File: config.mk
export PLATFORM = sky130hd
export DESIGN_NAME = tlut_unit
export DESIGN_NICKNAME = d
export VERILOG_FILES = /design/src/rtl/tlut_pkg.sv /design/src/rtl/tlut_table_sel.sv /design/src/rtl/tlut_bitwise.sv /design/src/rtl/tlut_wordtest.sv /design/src/rtl/tlut_unit.sv
export SDC_FILE = /design/constraint.sdc
export NUM_CORES = 1
export LEC_CHECK = 0
export ABC_AREA = 1
export BUFFER_PORTS_ARGS = -buffer_cell sky130_fd_sc_hd__clkbuf_2
export CELL_PAD_IN_SITES_DETAIL_PLACEMENT = 1
export CELL_PAD_IN_SITES_GLOBAL_PLACEMENT = 1
export CORE_MARGIN = 5
export CORE_UTILIZATION = 33
export CTS_BUF_LIST = sky130_fd_sc_hd__clkbuf_8
export CTS_CLUSTER_DIAMETER = 50
export DETAILED_ROUTE_END_ITERATION = 8
export PLACE_DENSITY = 0.83
export SLEW_MARGIN = 15
export SYNTH_ARGS = -nofsm -noshare
export SYNTH_HDL_FRONTEND = slang
export SYNTH_SLANG_ARGS = --single-unit
File: constraint.sdc
create_clock -name clk -period 2.4 [get_ports clk]
set_clock_uncertainty 0.15 [all_clocks]
set_input_delay 0.36 -clock clk [delete_from_list [all_inputs] [get_ports clk]]
set_output_delay 0.36 -clock clk [all_outputs]
set_load 0.02 [all_outputs]
File: src/rtl/tlut_pkg.sv
package tlut_pkg;
  localparam int IDX_W = 3;
  localparam int TBL_W = 1 << IDX_W;

  typedef enum logic [1:0] {
    LM_BITWISE = 2'd0,
    LM_WORD    = 2'd1,
    LM_RSVD_A  = 2'd2,
    LM_RSVD_B  = 2'd3
  } lut_mode_e;
endpackage

File: src/rtl/tlut_table_sel.sv
module tlut_table_sel #(
  parameter int REG_W = 64,
  parameter int LO_W  = 5,
  parameter int HI_W  = 3
) (
  input  logic [LO_W-1:0]      imm_lo,
  input  logic [HI_W-1:0]      imm_hi,
  input  logic [REG_W-1:0]     tbl_reg,
  input  logic                 from_reg,
  output logic [LO_W+HI_W-1:0] table_o
);
  localparam int TW = LO_W + HI_W;

  logic [TW-1:0] imm_tbl;
  logic [TW-1:0] reg_tbl;

  // low piece lands in the low table bits, high piece above it
  assign imm_tbl = {imm_hi, imm_lo};
  assign reg_tbl = TW'(tbl_reg);

  always_comb begin
    if (from_reg) table_o = reg_tbl;
    else          table_o = imm_tbl;
  end
endmodule

File: src/rtl/tlut_bitwise.sv
module tlut_bitwise #(
  parameter int W = 64
) (
  input  logic [W-1:0]              a,
  input  logic [W-1:0]              b,
  input  logic [W-1:0]              c,
  input  logic [tlut_pkg::TBL_W-1:0] tbl,
  output logic [W-1:0]              y
);
  import tlut_pkg::*;

  for (genvar i = 0; i < W; i++) begin : g_bit
    logic [IDX_W-1:0] idx;
    assign idx  = {a[i], b[i], c[i]};
    assign y[i] = tbl[idx];
  end
endmodule

File: src/rtl/tlut_wordtest.sv
module tlut_wordtest #(
  parameter int W = 64
) (
  input  logic [W-1:0]              a,
  input  logic [W-1:0]              b,
  input  logic [W-1:0]              c,
  input  logic [tlut_pkg::TBL_W-1:0] tbl,
  output logic [W-1:0]              y
);
  import tlut_pkg::*;

  logic [IDX_W-1:0] idx;

  assign idx = {|a, |b, |c};

  always_comb begin
    y    = '0;
    y[0] = tbl[idx];
  end
endmodule

File: src/rtl/tlut_unit.sv
module tlut_unit #(
  parameter int WIDTH  = 64,
  parameter int IMM_LO = 5,
  parameter int IMM_HI = 3
) (
  input  logic              clk,
  input  logic              rst_n,
  input  logic              in_valid,
  input  logic [WIDTH-1:0]  opd_a,
  input  logic [WIDTH-1:0]  opd_b,
  input  logic [WIDTH-1:0]  opd_c,
  input  logic [IMM_LO-1:0] imm_lo,
  input  logic [IMM_HI-1:0] imm_hi,
  input  logic [WIDTH-1:0]  tbl_reg,
  input  logic              tbl_from_reg,
  input  logic [1:0]        mode,
  output logic              out_valid,
  output logic [WIDTH-1:0]  result
);
  import tlut_pkg::*;

  localparam int TW = IMM_LO + IMM_HI;

  // reset: asserted at once, removed on a clock edge
  logic rst_meta_q;
  logic rst_sync_n;

  always_ff @(posedge clk or negedge rst_n) begin
    if (!rst_n) begin
      rst_meta_q <= 1'b0;
      rst_sync_n <= 1'b0;
    end else begin
      rst_meta_q <= 1'b1;
      rst_sync_n <= rst_meta_q;
    end
  end

  logic [TW-1:0]    tbl;
  logic [WIDTH-1:0] bit_res;
  logic [WIDTH-1:0] word_res;
  lut_mode_e        mode_e;

  assign mode_e = lut_mode_e'(mode);

  tlut_table_sel #(.REG_W(WIDTH), .LO_W(IMM_LO), .HI_W(IMM_HI)) u_tsel (
    .imm_lo   (imm_lo),
    .imm_hi   (imm_hi),
    .tbl_reg  (tbl_reg),
    .from_reg (tbl_from_reg),
    .table_o  (tbl)
  );

  tlut_bitwise #(.W(WIDTH)) u_bits (
    .a(opd_a), .b(opd_b), .c(opd_c), .tbl(tbl), .y(bit_res)
  );

  tlut_wordtest #(.W(WIDTH)) u_word (
    .a(opd_a), .b(opd_b), .c(opd_c), .tbl(tbl), .y(word_res)
  );

  logic [WIDTH-1:0] res_d, res_q;
  logic             vld_d, vld_q;
  logic             res_en;

  always_comb begin
    vld_d  = in_valid;
    res_en = in_valid;
    unique case (mode_e)
      LM_WORD: res_d = word_res;
      default: res_d = bit_res;
    endcase
  end

  always_ff @(posedge clk or negedge rst_sync_n) begin
    if (!rst_sync_n) begin
      vld_q <= 1'b0;
      res_q <= '0;
    end else begin
      vld_q <= vld_d;
      if (res_en) res_q <= res_d;
    end
  end

  assign out_valid = vld_q;
  assign result    = res_q;

  AST_VALID_FOLLOWS: assert property (@(posedge clk) disable iff (!rst_sync_n)
    in_valid |=> out_valid);
  AST_VALID_DROPS: assert property (@(posedge clk) disable iff (!rst_sync_n)
    !in_valid |=> !out_valid);
  AST_RESULT_HOLD: assert property (@(posedge clk) disable iff (!rst_sync_n)
    !in_valid |=> $stable(result));
  AST_WORD_UPPER_ZERO: assert property (@(posedge clk) disable iff (!rst_sync_n)
    (in_valid && mode == 2'd1) |=> (result[WIDTH-1:1] == '0));
  AST_ONES_PICK_TOP: assert property (@(posedge clk) disable iff (!rst_sync_n)
    (in_valid && mode != 2'd1 && (&opd_a) && (&opd_b) && (&opd_c))
      |=> (result == {WIDTH{$past(tbl[TW-1])}}));
  AST_ZEROS_PICK_IMM0: assert property (@(posedge clk) disable iff (!rst_sync_n)
    (in_valid && !tbl_from_reg && mode != 2'd1 && opd_a == '0 && opd_b == '0 && opd_c == '0)
      |=> (result == {WIDTH{$past(imm_lo[0])}}));
endmodule

==> out/qor.txt, run 1 <==
maximum count of clock buffers along a single path = 2
sequence of cells on the critical path = dlygate4sd3_1 -> clkbuf_2 -> inv_2 -> nor2_4 -> buf_12 -> o311ai_0 -> nand2_1
floorplan die width = 162.8 um
standard-cell rows = 56
longest individual stage delay on the worst path = 0.57 ns
number of DRC violations after detailed-routing iteration 0 = 592
Congestion Overflow GR = 0
number of levels in the clock H-tree = 3
highest-delay cell along the critical path = nor2_4
routed via count divided by cell count = 5.627
number of standard cells in the final layout excluding fillers = 1863
power share of the sequential group = 0.327
layout cells sized above 1 = 0.2325
most used flip-flop cell after synthesis = dfrtp_1
Post-CTS Repair Setup Buffers = 0
GRT Overall Usage = 0.2691
final setup violation count = 0
clock input transition at the sequential cells of the worst setup and hold paths = 0.09 ns
starting utilization of the core area = 0.3313
overall routed net length = 36770 um
number of sinks handled by clock tree synthesis = 67
switching power summed over all nets = 1.889 mW
critical path data required time = 2.56 ns
IO buf count = 278
final core area utilization = 0.4159
max-slew violation count = 0
most frequent standard cell in the layout excluding fill and tap cells = clkbuf_2
number of distinct library cells after synthesis = 34
area of the multi-input gates = 5044 um^2
library cell occupying the most area in the post-synthesis netlist = dfrtp_1
class of the most critical hold timing path = in -> reg
Post-CTS Hold Buffers = 2
cell at the root of the clock tree = clkbuf_8
Buf+Inv Stages, Crit Path = 4
floorplan die area = 26510 um^2
TritonCTS Buffers = 9
synthesized instance count = 1287
detailed route wirelength on metal3 = 2516 um
via count = 10480
Die Y = 162.8 um
Cell Int Power = 2.303 mW
total leakage power = 4.842 nW
highest routed layer = met4
count of state elements after synthesis = 67
worst supply voltage drop on vdd = 0.2028 mV
Filler cells = 3242
number of max-cap violations = 0
post-route clock period utilization = 0.9394
top cell family by delay on the critical path = buffers and inverters
TritonCTS clock tree = done
worst setup slack before clock tree synthesis = 0.1107 ns
part of the power in combinational logic = 0.449
power density cells = 433.3 nW/um^2
proportion of synthesized chip area in sequential cells = 0.2175
post-cts gate resize count = 0
maximum clock frequency = 0.4436 GHz
total half-perimeter wirelength after legalization and detailed placement = 26910 um
type of element capturing the critical path = register
relative area change from synthesis to final layout = 25.54%
Floorplan Core Area = 23260 um^2
Skew-Pair Late Insertion Delay = 0.37 ns
unrepaired setup endpoints after global routing = no
detailed-routing iteration count for the pre-antenna-repair pass = 5
gpl congestion = 0.8702
DRC violation count after routing = 0
wire length per cell = 19.73 um
switching share of total power = 0.4506
Yosys Warn Count = 0
type of the worst setup path = in -> reg
post-layout net count = 1809
antenna fix cells = 0
Relative slew margins = 0.4351
antenna-violating nets left = 0
maximum fanout encountered on the critical timing path = 42
met1 WL = 15300 um
Total Neg Setup Slack = 0 ns
worst hold-check slack = 0.1188 ns
CP arrival = 2.41 ns
startpoint class of the critical path = primary input
ys async rst share = 1.000
first-pass GRT wire length = 57280 um
antenna violations before repair = 0
placed cell count = 1845
run status = finished, final reports clean
total standard cell area after synthesis = 7707 um^2
slew at the pin closest to its max-slew limit = 0.8473 ns
net count after synthesis = 1557
proportion of netlist area held by the largest area contributor = 0.2175
I/O pins = 335
average footprint of a synthesized cell = 5.989 um^2
fin crit period = 2.254 ns
Seq. cell area = 1680 um^2
main area contributors after synthesis = dfrtp_1 (22%), o21ai_0 (15%), nand2_1 (12%)
number of endpoints with negative hold slack in the final report = 0
count of flip-flops with a built-in enable after synthesis = 0
maximum number of pins on one net before global-route repair = 64
via count of the first global-routing pass = 10970
Final Worst Setup Slack = 0.1455 ns
total length of routed met2 wires = 18040 um
top library cells by usage in the layout, fill and taps aside = clkbuf_2 (278), nand2_1 (243), o21ai_0 (233), nor2_1 (179), inv_1 (163)
clock power share = 0.224
path summary, 6_finish.rpt:
| path | startpoint | endpoint | slack, ns | cells after the start |
|---|---|---|---|---|
| setup / recovery | in_valid | result[63]$_DFFE_PN0P_ | 0.15 | 7 |
| hold / removal | opd_a[41] | result[41]$_DFFE_PN0P_ | 0.12 | 3 |
| setup reg to reg | rst_sync_n$_DFF_PN0_ | result[48]$_DFFE_PN0P_ | 1.36 | 1 |
| hold reg to reg | rst_sync_n$_DFF_PN0_ | result[21]$_DFFE_PN0P_ | 0.13 | 0 |
| max in group asynchronous | rst_sync_n$_DFF_PN0_ | result[48]$_DFFE_PN0P_ | 1.36 | 1 |
| min in group asynchronous | rst_sync_n$_DFF_PN0_ | result[21]$_DFFE_PN0P_ | 0.13 | 0 |
cell type report:
cell class / instances / area share
clock inverter: 6 / 0.002845
multi-input combinational: 987 / 0.5213
clock buffer: 10 / 0.01422
sequential: 67 / 0.1737
inverter: 164 / 0.06466
timing repair buffer: 310 / 0.1821
tap: 319 / 0.04125
layer usage:
layer,up-vias,global-route usage
met5,-,0
met4,0,0.08845
met3,62,0.04581
met2,427,0.4743
met1,5044,0.3331
li1,4950,-
power by group through the flow:
stage / Sequential (mW) / Clock [mW] / Combinational, mW
global placement: 1.39 / 0 / 1.81
CTS: 1.37 / 0.970 / 1.88
floorplan: 1.56 / 0 / 0.897
detailed placement: 1.39 / 0 / 1.87
global route: 1.39 / 1.02 / 2.06
finish: 1.37 / 0.940 / 1.88
cell usage after synthesis, types with 2 or more instances:
cell type and n:
o211ai_1 33, o221ai_2 12, o22ai_1 14, nor2_1 180, nand2_1 247, or2_2 2, o311ai_0 4, nand4_1 8
nor3_1 2, a211oi_1 3, a21oi_1 110, buf_8 2, nand3b_1 4, nand3_1 36, inv_2 2, clkbuf_1 25
buf_2 27, inv_1 159, o221ai_1 37, nor2_2 11, o21ai_0 233, dfrtp_1 67, buf_6 8, buf_4 6
o311ai_1 45, inv_4 2
metrics by stage:
stage          power, mW  instance area (um^2)
2_1_floorplan      2.459                  7707
3_3_place_gp       3.194                  9490
3_5_place_dp       3.261                  9490
4_1_cts            4.221                  9676
5_1_grt            4.471                  9676
6_report           4.192                  9676
kinds of logic (layout without fill, tap and decap cells):
family	after synthesis	in the layout	synth area share
other	1	1	0.0004865
buffers and inverters	233	490	0.1330
and+or+nand+nor	493	493	0.2563
DFF	67	67	0.2175
muxes	1	1	0.001299
AOI/OAI and AO/OA	492	492	0.3914
registers in the layout, indices dropped and copies added, names as in the netlist:
register    cells
rst_sync_n      1
out_valid       1
result         64
rst_meta_q      1
Power figures use the tool's default switching activity.
==> run 2: changes to the inputs <==
--- a/config.mk
+++ b/config.mk
@@ -10,12 +10,13 @@
 export CELL_PAD_IN_SITES_DETAIL_PLACEMENT = 1
 export CELL_PAD_IN_SITES_GLOBAL_PLACEMENT = 1
 export CORE_MARGIN = 5
-export CORE_UTILIZATION = 33
+export CORE_UTILIZATION = 35
 export CTS_BUF_LIST = sky130_fd_sc_hd__clkbuf_8
 export CTS_CLUSTER_DIAMETER = 50
 export DETAILED_ROUTE_END_ITERATION = 8
-export PLACE_DENSITY = 0.83
+export PLACE_DENSITY = 0.84
 export SLEW_MARGIN = 15
 export SYNTH_ARGS = -nofsm -noshare
 export SYNTH_HDL_FRONTEND = slang
+export SYNTH_HIERARCHICAL = 1
 export SYNTH_SLANG_ARGS = --single-unit
==> out/qor.txt, run 2 <==
main area contributors after synthesis = nand2_1 (38%), nand3_1 (18%), dfrtp_1 (15%)
part of the power in combinational logic = 0.493
area of the multi-input gates = 6917 um^2
GRT Overall Usage = 0.2676
DRC violation count after routing = 0
via count of the first global-routing pass = 14690
dominant cell by count in the synthesized netlist = nand2_1
layout cells sized above 1 = 0.1416
number of max-cap violations = 0
via count = 14180
relative area change from synthesis to final layout = 13.90%
Layout Cell Area excl Fill = 12540 um^2
Die Y = 187.3 um
floorplan die width = 187.3 um
type of the worst setup path = in -> reg
number of levels in the clock H-tree = 3
CP arrival = 1.96 ns
type of element capturing the critical path = register
fin crit period = 1.820 ns
Floorplan Core Area = 31310 um^2
antenna violations before repair = 12
TritonCTS clock tree = done
library cell occupying the most area in the post-synthesis netlist = nand2_1
placement-stage cell area = 12290 um^2
detailed-routing iteration count for the pre-antenna-repair pass = 7
Yosys Warn Count = 6
IO buf count = 278
post-cts gate resize count = 0
standard-cell rows = 65
power density cells = 408.5 nW/um^2
number of endpoints with negative hold slack in the final report = 0
Filler cells = 4701
power share of the sequential group = 0.274
max-slew violation count = 0
maximum count of clock buffers along a single path = 2
Post-CTS Repair Setup Buffers = 0
switching power summed over all nets = 2.353 mW
first-pass GRT wire length = 76020 um
run status = finished, final reports clean
average footprint of a synthesized cell = 5.040 um^2
maximum fanout encountered on the critical timing path = 6
count of state elements after synthesis = 67
switching share of total power = 0.4594
TritonCTS Buffers = 9
total standard cell area after synthesis = 11010 um^2
Total Neg Setup Slack = 0 ns
gpl congestion = 0.8723
count of flip-flops with a built-in enable after synthesis = 0
post-layout net count = 2695
Congestion Overflow GR = 0
clock input transition at the sequential cells of the worst setup and hold paths = 0.09 ns
synthesized instance count = 2184
Relative slew margins = 0.5302
number of sinks handled by clock tree synthesis = 67
worst supply voltage drop on vdd = 0.2812 mV
antenna-violating nets left = 0
number of distinct library cells after synthesis = 18
I/O pins = 335
post-route clock period utilization = 0.7585
slew at the pin closest to its max-slew limit = 0.7048 ns
wire length per cell = 17.05 um
class of the most critical hold timing path = in -> async
worst hold-check slack = 0.1200 ns
total half-perimeter wirelength after legalization and detailed placement = 36530 um
top library cells by usage in the layout, fill and taps aside = nand2_1 (1109), nand3_1 (394), inv_1 (325), clkbuf_2 (276), nor2_1 (120)
most frequent standard cell in the layout excluding fill and tap cells = nand2_1
cell at the root of the clock tree = clkbuf_8
critical path data required time = 2.54 ns
maximum clock frequency = 0.5494 GHz
startpoint class of the critical path = primary input
floorplan die area = 35100 um^2
most numerous cell types in the synthesized netlist = nand2_1 (1109), nand3_1 (394), inv_1 (325)
proportion of netlist area held by the largest area contributor = 0.3782
starting utilization of the core area = 0.3516
Seq. cell area = 1680 um^2
overall routed net length = 48360 um
proportion of synthesized chip area in sequential cells = 0.1523
total leakage power = 7.998 nW
most used flip-flop cell after synthesis = dfrtp_1
number of flip-flops under the largest register name = 64
Skew-Pair Late Insertion Delay = 0.40 ns
routed via count divided by cell count = 4.997
clock power share = 0.233
maximum number of pins on one net before global-route repair = 65
unrepaired setup endpoints after global routing = no
ys async rst share = 1.000
number of DRC violations after detailed-routing iteration 0 = 705
final setup violation count = 0
Cell Int Power = 2.769 mW
==> run 2: cell families after synthesis <==
kind of cell / share of synthesized area
other cells: 0.0006822
simple gates: 0.6065
flops: 0.1523
buf+inv: 0.2405
==> run 2: repair_timing <==
action | in CTS | in global routing
setup endpoints to repair | 0 | 0
hold buffers | 1 | 0
endpoints found under the hold margin | 2 | 0
==> run 2: final cells by class <==
| class | count | share of cell area |
|---|---|---|
| inverters | 335 | 0.1019 |
| multi-input cells | 1699 | 0.5516 |
| clock buffers | 11 | 0.01207 |
| clock inverters | 5 | 0.006187 |
| repair buffers | 313 | 0.1531 |
| well taps | 402 | 0.04012 |
| diodes | 5 | 0.0009979 |
| flip-flops and latches | 67 | 0.1340 |
==> run 2: worst paths after layout <==
check,start,endpoint,slack [ns],cells after the start
max in group asynchronous,rst_sync_n$_DFF_PN0_,result[27]$_DFFE_PN0P_,1.30,1
worst min-delay path,rst_n,rst_sync_n$_DFF_PN0_,0.12,2
min in group clk,rst_meta_q$_DFF_PN0_,rst_sync_n$_DFF_PN0_,0.22,0
worst max register to register,rst_sync_n$_DFF_PN0_,result[27]$_DFFE_PN0P_,1.30,1
worst min register to register,rst_meta_q$_DFF_PN0_,rst_sync_n$_DFF_PN0_,0.22,0
worst max-delay path,opd_c[45],result[0]$_DFFE_PN0P_,0.58,15
==> run 2: power groups by stage <==
stage | clock [mW] | combinational (mW) | sequential (mW)
after floorplan | 0 | 1.49 | 1.58
after global placement | 0 | 2.40 | 1.42
after detailed placement | 0 | 2.50 | 1.42
after CTS | 1.25 | 2.52 | 1.40
after global routing | 1.28 | 2.81 | 1.42
final | 1.19 | 2.53 | 1.40
==> run 2: per-layer routing <==
metal | track usage | wire, um
met1 | 0.3285 | 20600
met2 | 0.4552 | 22730
met3 | 0.05133 | 2990
met4 | 0.1197 | 1937
met5 | 0 | 92
==> run 2: critical path: stages <==
cell and delay, ns:
clkbuf_2 0.14, nor2_1 0.15, nand2_1 0.10, nor2_1 0.20
nand2_1 0.16, nor2_4 0.16, nand2_2 0.09, nand2_1 0.08
nand3_1 0.08, nand3b_1 0.09, nand2_1 0.07, inv_1 0.05
nand3_1 0.06, nand3_1 0.10, nand2_1 0.05
==> run 2: stage by stage <==
step	power, mW	std cells	setup slack [ns]	util
3_5_place_dp	3.927	2815	0.1178	0.3924
6_report	5.122	2837	0.5797	0.4004
3_3_place_gp	3.820	2815	0.1920	0.3924
4_1_cts	5.167	2832	0.5677	0.4000
2_1_floorplan	3.073	2246	0.2462	-
5_1_grt	5.518	2836	0.3417	0.4004
==> run 3: changes to the inputs <==
--- a/config.mk
+++ b/config.mk
@@ -5,16 +5,16 @@
 export SDC_FILE = /design/constraint.sdc
 export NUM_CORES = 1
 export LEC_CHECK = 0
-export ABC_AREA = 1
+export ABC_AREA = 0
 export BUFFER_PORTS_ARGS = -buffer_cell sky130_fd_sc_hd__clkbuf_2
 export CELL_PAD_IN_SITES_DETAIL_PLACEMENT = 1
 export CELL_PAD_IN_SITES_GLOBAL_PLACEMENT = 1
 export CORE_MARGIN = 5
-export CORE_UTILIZATION = 35
+export CORE_UTILIZATION = 40
 export CTS_BUF_LIST = sky130_fd_sc_hd__clkbuf_8
 export CTS_CLUSTER_DIAMETER = 50
 export DETAILED_ROUTE_END_ITERATION = 8
-export PLACE_DENSITY = 0.84
+export PLACE_DENSITY = 0.83
 export SLEW_MARGIN = 15
 export SYNTH_ARGS = -nofsm -noshare
 export SYNTH_HDL_FRONTEND = slang
==> constraint.sdc (replaced) <==
create_clock -name clk -period 1.68 [get_ports clk]
set_clock_uncertainty 0.15 [all_clocks]
set_input_delay 0.252 -clock clk [delete_from_list [all_inputs] [get_ports clk]]
set_output_delay 0.252 -clock clk [all_outputs]
set_load 0.02 [all_outputs]
==> out/qor.txt, run 3 <==
run status = complete, but fails checks
failing checks = negative setup slack
critical path data required time = 1.79 ns
count of flip-flops with a built-in enable after synthesis = 0
total leakage power = 6.716 nW
count of state elements after synthesis = 67
synthesized instance count = 756
met2 usage = 0.6717
first-pass GRT wire length = 80270 um
detailed-routing iteration count for the pre-antenna-repair pass = 6
met3 routing resource usage after global routing = 0.1273
most frequent standard cell in the layout excluding fill and tap cells = clkbuf_2
floorplan die width = 160.6 um
ys async rst share = 1.000
I/O pins = 335
Congestion Overflow GR = 0
total standard cell area after synthesis = 9075 um^2
number of levels in the clock H-tree = 3
slew at the pin closest to its max-slew limit = 0.8911 ns
post-layout net count = 1537
relative area change from synthesis to final layout = 61.38%
TritonCTS clock tree = done
top library cells by usage in the layout, fill and taps aside = clkbuf_2 (269), buf_4 (213), mux4_2 (128), mux2_4 (75), dfrtp_1 (66)
TritonCTS Buffers = 9
GRT Overall Usage = 0.4215
Yosys Warn Count = 6
standard-cell rows = 55
number of flip-flops under the largest register name = 64
IO buf count = 278
final core area utilization = 0.6508
proportion of netlist area held by the largest area contributor = 0.3028
DRC violation count after routing = 0
post-route clock period utilization = 1.431
overall routed net length = 58650 um
maximum count of clock buffers along a single path = 2
maximum fanout encountered on the critical timing path = 3
CP arrival = 2.51 ns
routed via count divided by cell count = 7.019
cell at the root of the clock tree = clkbuf_8
starting utilization of the core area = 0.4033
Final Worst Setup Slack = -0.7246 ns
power density cells = 623.5 nW/um^2
number of DRC violations after detailed-routing iteration 0 = 1573
worst setup slack before clock tree synthesis = -1.306 ns
antenna-violating nets left = 0
average footprint of a synthesized cell = 12.00 um^2
startpoint class of the critical path = primary input
number of endpoints with negative hold slack in the final report = 0
Total Neg Setup Slack = -31.61 ns
maximum clock frequency = 0.4159 GHz
worst hold-check slack = 0.01395 ns
gpl congestion = 0.9042
wire length per cell = 37.50 um
Floorplan Core Area = 22500 um^2
most numerous cell types in the synthesized netlist = mux4_2 (122), buf_4 (75), dfrtp_1 (67)
type of the worst setup path = in -> reg
max-slew violation count = 0
Relative slew margins = 0.4059
Skew-Pair Late Insertion Delay = 0.39 ns
via count = 10980
antenna violations before repair = 6
floorplan die area = 25800 um^2
Die Y = 160.6 um
fin crit period = 2.405 ns
maximum number of pins on one net before global-route repair = 68
number of max-cap violations = 0
number of distinct library cells after synthesis = 24
proportion of synthesized chip area in sequential cells = 0.1848
via count of the first global-routing pass = 11790
M1 GR Usage = 0.4689
most used routing layer in global routing = met2
reg2reg path depth = 2
dominant cell by count in the synthesized netlist = mux4_2
main area contributors after synthesis = mux4_2 (30%), dfrtp_1 (18%), o211ai_2 (8.3%)
total half-perimeter wirelength after legalization and detailed placement = 30580 um
type of element capturing the critical path = register
unrepaired setup endpoints after global routing = yes
library cell occupying the most area in the post-synthesis netlist = mux4_2
number of sinks handled by clock tree synthesis = 67
final setup violation count = 64
most used flip-flop cell after synthesis = dfrtp_1
class of the most critical hold timing path = in -> async
clock input transition at the sequential cells of the worst setup and hold paths = 0.09 ns
layout cells sized above 1 = 0.7516
worst supply voltage drop on vdd = 0.2934 mV
run 3: changes by cell type after synthesis, sizes merged, moves of 64 or more:
cell,delta
inv,-335
mux2,+73
nand4b,+64
nand2b,+64
o211ai,+64
mux4,+128
nand2,-1047
nand3,-394
nor2,-123
run 3: metal layers:
metal / share of wire / up-vias
li1: - / 3982
met1: 0.33 / 5374
met2: 0.45 / 1189
met3: 0.12 / 428
met4: 0.098 / 4
met5: 0.00039 / -
run 3: worst paths after layout:
path | start | end | slack, ns
max | opd_c[22] | result[0]$_DFFE_PN0P_ | -0.72
min | rst_n | rst_sync_n$_DFF_PN0_ | 0.01
max reg2reg | result[9]$_DFFE_PN0P_ | result[9]$_DFFE_PN0P_ | 0.71
min reg2reg | rst_sync_n$_DFF_PN0_ | result[54]$_DFFE_PN0P_ | 0.10
max in group asynchronous | rst_sync_n$_DFF_PN0_ | result[42]$_DFFE_PN0P_ | 0.74
min in group clk | in_valid | result[63]$_DFFE_PN0P_ | 0.17
run 3: where the power goes:
| part | total, mW | leakage, nW | internal [mW] | switching [mW] |
|---|---|---|---|---|
| sequential | 2.08 | 0.818 | 1.86 | 0.213 |
| clock | 1.68 | 0.109 | 0.835 | 0.842 |
| combinational | 5.38 | 5.79 | 2.70 | 2.68 |
run 3: metrics by stage:
step           power [mW]  instance area (um^2)  cells
2_1_floorplan       4.383                  9595    818
5_1_grt             9.294                 14630   1559
3_5_place_dp        5.857                 11980   1451
4_1_cts             8.570                 14290   1544
6_report            9.131                 14650   1564
3_3_place_gp        5.693                 11980   1451
run 3: repair_timing:
item | 4_1_cts | 5_1_grt
resized for setup | 181 | 71
hold buffers | 1 | 0
gates cloned | 44 | 5
hold endpoints to repair | 2 | 0
pin swaps | 15 | 26
buffers inserted | 32 | 16
setup endpoints to repair | 64 | 64
run 3: layout make-up:
cell class              instances  area, um^2
diodes                          7       17.52
clock buffers                   9       123.9
clock inverters                 7       91.34
fillers                      2343        7858
multi-input cells             594        7134
flip-flops and latches         67        1680
well taps                     285       356.6
repair buffers                595        5241
run 3: cell families after synthesis:
kind of cell,after synthesis,share of synthesized area
AO/OA/AOI/OAI,64,0.08603
buffers and inverters,160,0.1279
flip-flops,67,0.1848
multiplexers,207,0.4207
other,2,0.0008276
AND/OR/NAND/NOR,256,0.1798
run 3: worst max-delay path, cell delays in order:
cell	delay, ns
clkbuf_2	0.12
nor4_4	0.33
nand4_1	0.27
buf_4	0.24
nor4_4	0.27
buf_4	0.21
mux2i_2	0.24
mux2i_1	0.11
mux2_4	0.27
nand4b_1	0.10
o211ai_1	0.11
